<file path="src/rtl/light_integ_pkg.sv">
package light_integ_pkg;
  localparam int CNT_W = 8;
  localparam logic [CNT_W-1:0] CNT_MAX = '1;

  localparam int ADDR_CTRL = 0;
  localparam int ADDR_TIME = 1;
  localparam int ADDR_CLR  = 2;

  localparam int BIT_PWR   = 0;
  localparam int BIT_EN    = 1;
  localparam int BIT_VALID = 4;
  localparam int BIT_IRQ   = 5;

  typedef enum logic [1:0] {
    ST_IDLE   = 2'd0,
    ST_COUNT  = 2'd1,
    ST_MANUAL = 2'd2
  } integState_t;

  typedef struct packed {
    logic loadCnt;
    logic incCnt;
    logic setDone;
  } integStrobe_t;
endpackage

</file>
<file path="src/rtl/light_integ_datapath.sv">
module light_integ_datapath
  import light_integ_pkg::*;
#(
  parameter int ADDR_W        = 2,
  parameter int SETTLE_CYCLES = 400000
) (
  input  logic              clk,
  input  logic              rstN,
  input  logic              wrEn,
  input  logic [ADDR_W-1:0] addr,
  input  logic [CNT_W-1:0]  wrData,
  output logic [CNT_W-1:0]  rdData,
  input  integStrobe_t      strobe,
  output logic              pwrOn,
  output logic              adcEnable,
  output logic              settled,
  output logic              timingZero,
  output logic              cntAtMax,
  output logic              irqFlag
);
  localparam int SET_W = $clog2(SETTLE_CYCLES + 1);
  localparam logic [SET_W-1:0] SET_LIMIT = SET_W'(SETTLE_CYCLES);

  logic [CNT_W-1:0] timingReg;
  logic [CNT_W-1:0] intervalCnt;
  logic [SET_W-1:0] settleCnt;
  logic             validFlag;
  logic             clrHit;

  assign clrHit = wrEn && (addr == ADDR_W'(ADDR_CLR));

  always_ff @(posedge clk or negedge rstN) begin
    if (!rstN) begin
      pwrOn     <= 1'b0;
      adcEnable <= 1'b0;
      timingReg <= '0;
    end else if (wrEn) begin
      if (addr == ADDR_W'(ADDR_CTRL)) begin
        pwrOn     <= wrData[BIT_PWR];
        adcEnable <= wrData[BIT_EN];
      end else if (addr == ADDR_W'(ADDR_TIME)) begin
        timingReg <= wrData;
      end
    end
  end

  always_ff @(posedge clk or negedge rstN) begin
    if (!rstN)                 settleCnt <= '0;
    else if (!pwrOn)           settleCnt <= '0;
    else if (settleCnt != SET_LIMIT) settleCnt <= settleCnt + 1'b1;
  end
  assign settled = (settleCnt == SET_LIMIT);

  always_ff @(posedge clk or negedge rstN) begin
    if (!rstN)               intervalCnt <= '0;
    else if (strobe.loadCnt) intervalCnt <= timingReg;
    else if (strobe.incCnt)  intervalCnt <= intervalCnt + 1'b1;
  end
  assign cntAtMax   = (intervalCnt == CNT_MAX);
  assign timingZero = (timingReg == '0);

  always_ff @(posedge clk or negedge rstN) begin
    if (!rstN) begin
      validFlag <= 1'b0;
      irqFlag   <= 1'b0;
    end else if (!pwrOn) begin
      validFlag <= 1'b0;
      irqFlag   <= 1'b0;
    end else if (strobe.setDone) begin
      validFlag <= 1'b1;
      irqFlag   <= 1'b1;
    end else if (clrHit) begin
      irqFlag   <= 1'b0;
    end
  end

  always_comb begin
    rdData = '0;
    if (addr == ADDR_W'(ADDR_CTRL)) begin
      rdData[BIT_PWR]   = pwrOn;
      rdData[BIT_EN]    = adcEnable;
      rdData[BIT_VALID] = validFlag;
      rdData[BIT_IRQ]   = irqFlag;
    end else if (addr == ADDR_W'(ADDR_TIME)) begin
      rdData = timingReg;
    end
  end

  AST_FLAG_NEEDS_DONE: assert property (@(posedge clk) disable iff (!rstN)
    $rose(irqFlag) |-> $past(strobe.setDone));
  AST_VALID_HOLD: assert property (@(posedge clk) disable iff (!rstN)
    (validFlag && pwrOn) |=> validFlag);
  AST_IRQ_CLEAR: assert property (@(posedge clk) disable iff (!rstN)
    (irqFlag && clrHit && !strobe.setDone) |=> !irqFlag);
  AST_POWER_OFF_FLAGS: assert property (@(posedge clk) disable iff (!rstN)
    !pwrOn |=> (!irqFlag && !validFlag));
endmodule

</file>
<file path="src/rtl/light_integ_control.sv">
module light_integ_control
  import light_integ_pkg::*;
(
  input  logic         clk,
  input  logic         rstN,
  input  logic         tick,
  input  logic         pwrOn,
  input  logic         adcEnable,
  input  logic         settled,
  input  logic         timingZero,
  input  logic         cntAtMax,
  output integStrobe_t strobe,
  output logic         active
);
  integState_t state, stateNext;

  always_comb begin
    stateNext = state;
    strobe    = '0;
    unique case (state)
      ST_IDLE: begin
        if (pwrOn && adcEnable && settled) begin
          if (timingZero) begin
            stateNext = ST_MANUAL;
          end else begin
            stateNext      = ST_COUNT;
            strobe.loadCnt = 1'b1;
          end
        end
      end
      ST_COUNT: begin
        if (!pwrOn || !adcEnable) begin
          stateNext = ST_IDLE;
        end else if (tick) begin
          if (cntAtMax) begin
            strobe.setDone = 1'b1;
            if (timingZero) stateNext = ST_MANUAL;
            else            strobe.loadCnt = 1'b1;
          end else begin
            strobe.incCnt = 1'b1;
          end
        end
      end
      ST_MANUAL: begin
        if (!pwrOn) begin
          stateNext = ST_IDLE;
        end else if (!adcEnable) begin
          strobe.setDone = 1'b1;
          stateNext      = ST_IDLE;
        end
      end
      default: stateNext = ST_IDLE;
    endcase
  end

  always_ff @(posedge clk or negedge rstN) begin
    if (!rstN) state <= ST_IDLE;
    else       state <= stateNext;
  end

  assign active = (state != ST_IDLE);

  AST_NO_START_UNSETTLED: assert property (@(posedge clk) disable iff (!rstN)
    (!active && !(pwrOn && adcEnable && settled)) |=> !active);
  AST_POWER_OFF_STOPS: assert property (@(posedge clk) disable iff (!rstN)
    !pwrOn |=> !active);
  AST_ENABLE_OFF_STOPS: assert property (@(posedge clk) disable iff (!rstN)
    !adcEnable |=> !active);
  AST_IDLE_TICK_IGNORED: assert property (@(posedge clk) disable iff (!rstN)
    !active |-> !strobe.setDone);
endmodule

</file>
<file path="src/rtl/light_integ_ctrl.sv">
module light_integ_ctrl
  import light_integ_pkg::*;
#(
  parameter int ADDR_W        = 2,
  parameter int SETTLE_CYCLES = 400000
) (
  input  logic              clk,
  input  logic              rstN,
  input  logic              regWrEn,
  input  logic [ADDR_W-1:0] regAddr,
  input  logic [7:0]        regWrData,
  output logic [7:0]        regRdData,
  input  logic              intervalTick,
  output logic              irqOut,
  output logic              integActive
);
  integStrobe_t strobe;
  logic pwrOn, adcEnable, settled, timingZero, cntAtMax;

  light_integ_datapath #(
    .ADDR_W(ADDR_W),
    .SETTLE_CYCLES(SETTLE_CYCLES)
  ) i_datapath (
    .clk(clk), .rstN(rstN),
    .wrEn(regWrEn), .addr(regAddr), .wrData(regWrData), .rdData(regRdData),
    .strobe(strobe),
    .pwrOn(pwrOn), .adcEnable(adcEnable), .settled(settled),
    .timingZero(timingZero), .cntAtMax(cntAtMax), .irqFlag(irqOut)
  );

  light_integ_control i_control (
    .clk(clk), .rstN(rstN), .tick(intervalTick),
    .pwrOn(pwrOn), .adcEnable(adcEnable), .settled(settled),
    .timingZero(timingZero), .cntAtMax(cntAtMax),
    .strobe(strobe), .active(integActive)
  );
endmodule

</file>
<file path="config.mk">
export PLATFORM = sky130hd
export DESIGN_NAME = light_integ_ctrl
export DESIGN_NICKNAME = d
export VERILOG_FILES = /design/src/rtl/light_integ_pkg.sv /design/src/rtl/light_integ_datapath.sv /design/src/rtl/light_integ_control.sv /design/src/rtl/light_integ_ctrl.sv
export SDC_FILE = /design/constraint.sdc
export NUM_CORES = 1
export LEC_CHECK = 0
export BUFFER_PORTS_ARGS = -buffer_cell sky130_fd_sc_hd__buf_2
export CAP_MARGIN = 10
export CORE_AREA = 4 4 74 76
export CTS_CLUSTER_DIAMETER = 200
export DETAILED_ROUTE_END_ITERATION = 16
export DIE_AREA = 0 0 78 80
export PLACE_DENSITY = 0.64
export SLEW_MARGIN = 25
export SYNTH_ARGS = -nofsm -noshare
export SYNTH_HDL_FRONTEND = slang
export SYNTH_SLANG_ARGS = --single-unit
</file>
<file path="constraint.sdc">
create_clock -name clk -period 3.44 [get_ports clk]
set_clock_uncertainty 0.05 [all_clocks]
set_input_delay 0.344 -clock clk [delete_from_list [all_inputs] [get_ports clk]]
set_output_delay 0.344 -clock clk [all_outputs]
set_load 0.1 [all_outputs]
</file>
==> metrics.md <==
| Metric | Value |
|---|---|
| Synthesized Nets | 234 |
| Number of post-CTS setup repair buffers | 0 |
| Cell Rows | 25 |
| Cell chosen for the clock root | sky130_fd_sc_hd__clkbuf_8 |
| Global routing usage on met3 | 0.0406 |
| Clock latency at the later pin of the worst-skew pair | 280 ps |
| Starting density of the core | 0.490 |
| Area of the placeable core | roughly 4700 sq um |
| DIE AREA | 6240 sq um |
| Fin nets | 261 |
| Number of I/O port buffers | 23 |
| Ratio of total power to cell area | slightly above 400 nW/um^2 |
| Final antenna diode count | 0 |
| Max-slew violation count | 0 |
| Unrepaired setup endpoints after global routing | no |
| Count of warnings emitted by yosys | 0 |
| Total of cells resized after clock tree synthesis | 0 |
| Router iterations before antenna repair | 4 |
| Last weighted congestion value of the routability-driven placer | 0.795 |
| Routed vias | between 1,500 and 2,000 |
| Maximum fanout encountered on the critical timing path | 23 |
| Half-perimeter wire length of the detailed placement result | 3240 um |
| Largest area contributor in the synthesized netlist | sky130_fd_sc_hd__dfrtp_1 |
| Sequential cell area | 1030 sq um |
| Area Growth Syn to Fin | 11.9% |
| Type of element capturing the critical path | primary output |
| Filler-free cell count of the finished design | around 300 |
| Share of flip-flops with an asynchronous set or reset | 1.00 |
| Busiest layer in global routing | met1 |
| Max clock buf depth | 2 |
| Global-route congestion overflow total | 0 |
| Initial antenna violation count | 0 |
| Largest net degree at the start of global routing | 42 |
| Multi-input gate area in the final layout | 1230 sq um |
| Maximum operating frequency | 495 MHz |
| Post-synth EDFFs | 0 |
| Multiplexer area fraction after synthesis | 0.141 |
| Vert. Die Dim | 80 um |
| Data required time at the worst endpoint | just over 3000 ps |
| All-Layer GR Usage | 0.154 |
| Detailed Route WL | 4340 um |
| Remaining antenna violation count | 0 |
| Slew @ Worst Pin | 519 ps |
| Met1 track utilization from global routing | 0.230 |
| First-pass GRT wire length | 7470 um |
| Placed instance count | around 300 |
| Worst path arrival time | 1630 ps |
| Combinational family with the most area after synthesis | simple AND/OR/NAND/NOR gates |
| Number of maximum-capacitance constraint violations | 0 |
| IO Pins | 24 |
| Post-synth top cells | sky130_fd_sc_hd__dfrtp_1 (41), sky130_fd_sc_hd__and2_1 (21), sky130_fd_sc_hd__mux2_2 (13) |
| Synthesized flop and latch total | 41 |
| Time the final worst path needs with I/O delays and setup | 2020 ps |
| Final standard cell area without fillers | 2590 sq um |
| Unique masters post-synth | 42 |
| CTS tree | built |
| DRC marker count from the first detailed-route iteration | 100 |
| Simple-gate share of the synthesized area | 0.226 |
| Max_slew headroom | 0.654 |
| Largest stage delay on the critical path | between 400 and 500 ps |
| Synth Area in XOR/XNOR | 0.0681 |
| Share of synthesized cell area in full adder, half adder and majority cells | 0.0324 |
| Worst Hold Class | in2async |
| Final setup violation count | 0 |
| Post-synth design cell area | 2320 sq um |
| Number of clock sinks seen by CTS | between 40 and 50 |
| Fraction of layout cells with a size suffix above 1 | 0.241 |
| Cells after Synth | 214 |
| Hold slack | -14.9 ps |
| Met2 Resource Use GR | 0.211 |
| Sequential cell area fraction in the yosys report | 0.443 |
| Violations in the final reports | hold timing |
| Number of global-route vias before repair | 1,546 |
| Leakage dissipation | 1.22 nW |
| Clock buffer count from CTS | 5 |
| Biggest area contributors in the synthesized netlist | sky130_fd_sc_hd__dfrtp_1 (44%), sky130_fd_sc_hd__mux2_2 (6.3%), sky130_fd_sc_hd__and2_1 (5.7%) |
| Number of hold-repair buffers added at the cts stage | 0 |
| Average wire length per cell after detail routing | 14.1 um |
| Area share of the leading cell type in the synthesized netlist | 0.443 |
| Count of filler cells inserted in the layout | 425 |
| Post-synth top flop | sky130_fd_sc_hd__dfrtp_1 |
| Sum Neg Setup Slack | 0 ps |
| Synthesized-area fraction occupied by ao, oa, aoi and oai cells | 0.0654 |
| Die extent in x | between 70 and 80 um |
| Final hold violation count | 32 |
| Avg Inst Size Synth | around 11 sq um |
| Worst VDD drop | about 270 uV |
| Final period util | 0.587 |
| Total cell area at the placement stage | 2500 sq um |
| Category of the critical setup timing path | reg2out |
| Crit-path cells | buf_4 -> mux2i_1 -> nor2_1 -> buf_2 |
| Detail-routed via count per cell | 5.15 |
| Clk pin slew, worst setup/hold paths | roughly 70 ps |
| Slowest-stage cell, CP | sky130_fd_sc_hd__dfrtp_1 |
| Type of origin of the critical path | flop |
| Cell with the most instances after synthesis | sky130_fd_sc_hd__dfrtp_1 |
| Outcome | complete, but fails checks |
| Post-detailed-route DRC marker count | 0 |
| Number of levels in the clock H-tree | 2 |
## flip-flops by register name, summed over array words and instances (netlist names)
name,count
i_datapath.pwrOn,1
i_datapath.adcEnable,1
i_datapath.timingReg,8
i_datapath.settleCnt,19
i_control.state,2
i_datapath.irqFlag,1
i_datapath.intervalCnt,8
i_datapath.validFlag,1
## power breakdown
part / leakage (nW) / internal, mW / total (mW) / switching [mW]
Clock: 0.0443 / 0.159 / 0.304 / 0.145
Combinational: 0.633 / 0.0637 / 0.192 / 0.128
Sequential: 0.539 / 0.513 / 0.552 / 0.0384
## logic make-up after synthesis
kind of cell,Yosys count
and+or+nand+nor,88
xor gates and xnor gates,18
buffers and inverters,14
DFF,41
AOI/OAI and AO/OA,20
adders and majority gates,6
muxes,27
## per-layer routing
layer	up-vias	share of wire	wire length, um
li1	807	-	-
met1	743	0.54	2350
met2	31	0.41	1770
met3	6	0.040	172
met4	0	0.011	49
met5	-	0	0
## final timing paths
path,slack [ps],start,to,depth (start not counted)
min,-10,rstN,i_datapath.settleCnt[9]$_DFFE_PN0P_,1
max in group asynchronous,2990,rstN,i_control.state[0]$_DFFE_PN0P_,1
min reg2reg,490,i_control.state[0]$_DFFE_PN0P_,i_control.state[0]$_DFFE_PN0P_,1
min in group clk,240,regWrData[4],i_datapath.timingReg[4]$_DFFE_PN0P_,2
max reg2reg,1420,i_control.state[1]$_DFFE_PN0P_,i_datapath.intervalCnt[7]$_DFFE_PN0P_,7
max,1420,i_datapath.pwrOn$_DFFE_PN0P_,regRdData[0],4
## layout by cell type (no fill, tap or decap), types with 3 or more instances in the layout
| master | n |
|---|---|
| sky130_fd_sc_hd__inv_1 | 10 |
| sky130_fd_sc_hd__ha_1 | 6 |
| sky130_fd_sc_hd__nand3_1 | 8 |
| sky130_fd_sc_hd__mux2_2 | 13 |
| sky130_fd_sc_hd__xnor2_1 | 12 |
| sky130_fd_sc_hd__nand2_1 | 12 |
| sky130_fd_sc_hd__nor4_1 | 6 |
| sky130_fd_sc_hd__nor2b_1 | 5 |
| sky130_fd_sc_hd__dfrtp_1 | 41 |
| sky130_fd_sc_hd__mux2i_1 | 6 |
| sky130_fd_sc_hd__buf_2 | 22 |
| sky130_fd_sc_hd__nor2_1 | 8 |
| sky130_fd_sc_hd__o21ai_0 | 3 |
| sky130_fd_sc_hd__mux2_4 | 8 |
| sky130_fd_sc_hd__a21boi_0 | 4 |
| sky130_fd_sc_hd__and2_1 | 21 |
| sky130_fd_sc_hd__nand4_1 | 7 |
| sky130_fd_sc_hd__nor3_1 | 5 |
| sky130_fd_sc_hd__xor2_1 | 6 |
| sky130_fd_sc_hd__clkbuf_8 | 6 |
## stage by stage
stage	util	setup slack (ps)	hold WS (ps)	total power, mW
2_1_floorplan	-	691	-1.59	0.699
3_3_place_gp	0.530	1450	458	0.754
3_5_place_dp	0.530	1430	476	0.754
4_1_cts	0.548	1410	166	1.07
5_1_grt	0.549	1290	19.6	1.11
6_report	0.549	1420	-14.9	1.05
## area by class of cell
type / instances / share of cell area
clock buffers: 7 / 0.0333
inverters: 10 / 0.0145
multi-input cells: 159 / 0.476
flip-flops and latches: 41 / 0.396
repair buffers: 24 / 0.0483
well taps: 67 / 0.0323
## critical path, delay by kind of cell (launching register included)
family                 cells  cell delay [ps]
AND/OR/NAND/NOR            1               90
buffers and inverters      2              700
multiplexers               1              100
flip-flops                 1              450
(Power assumes the default switching activity.)
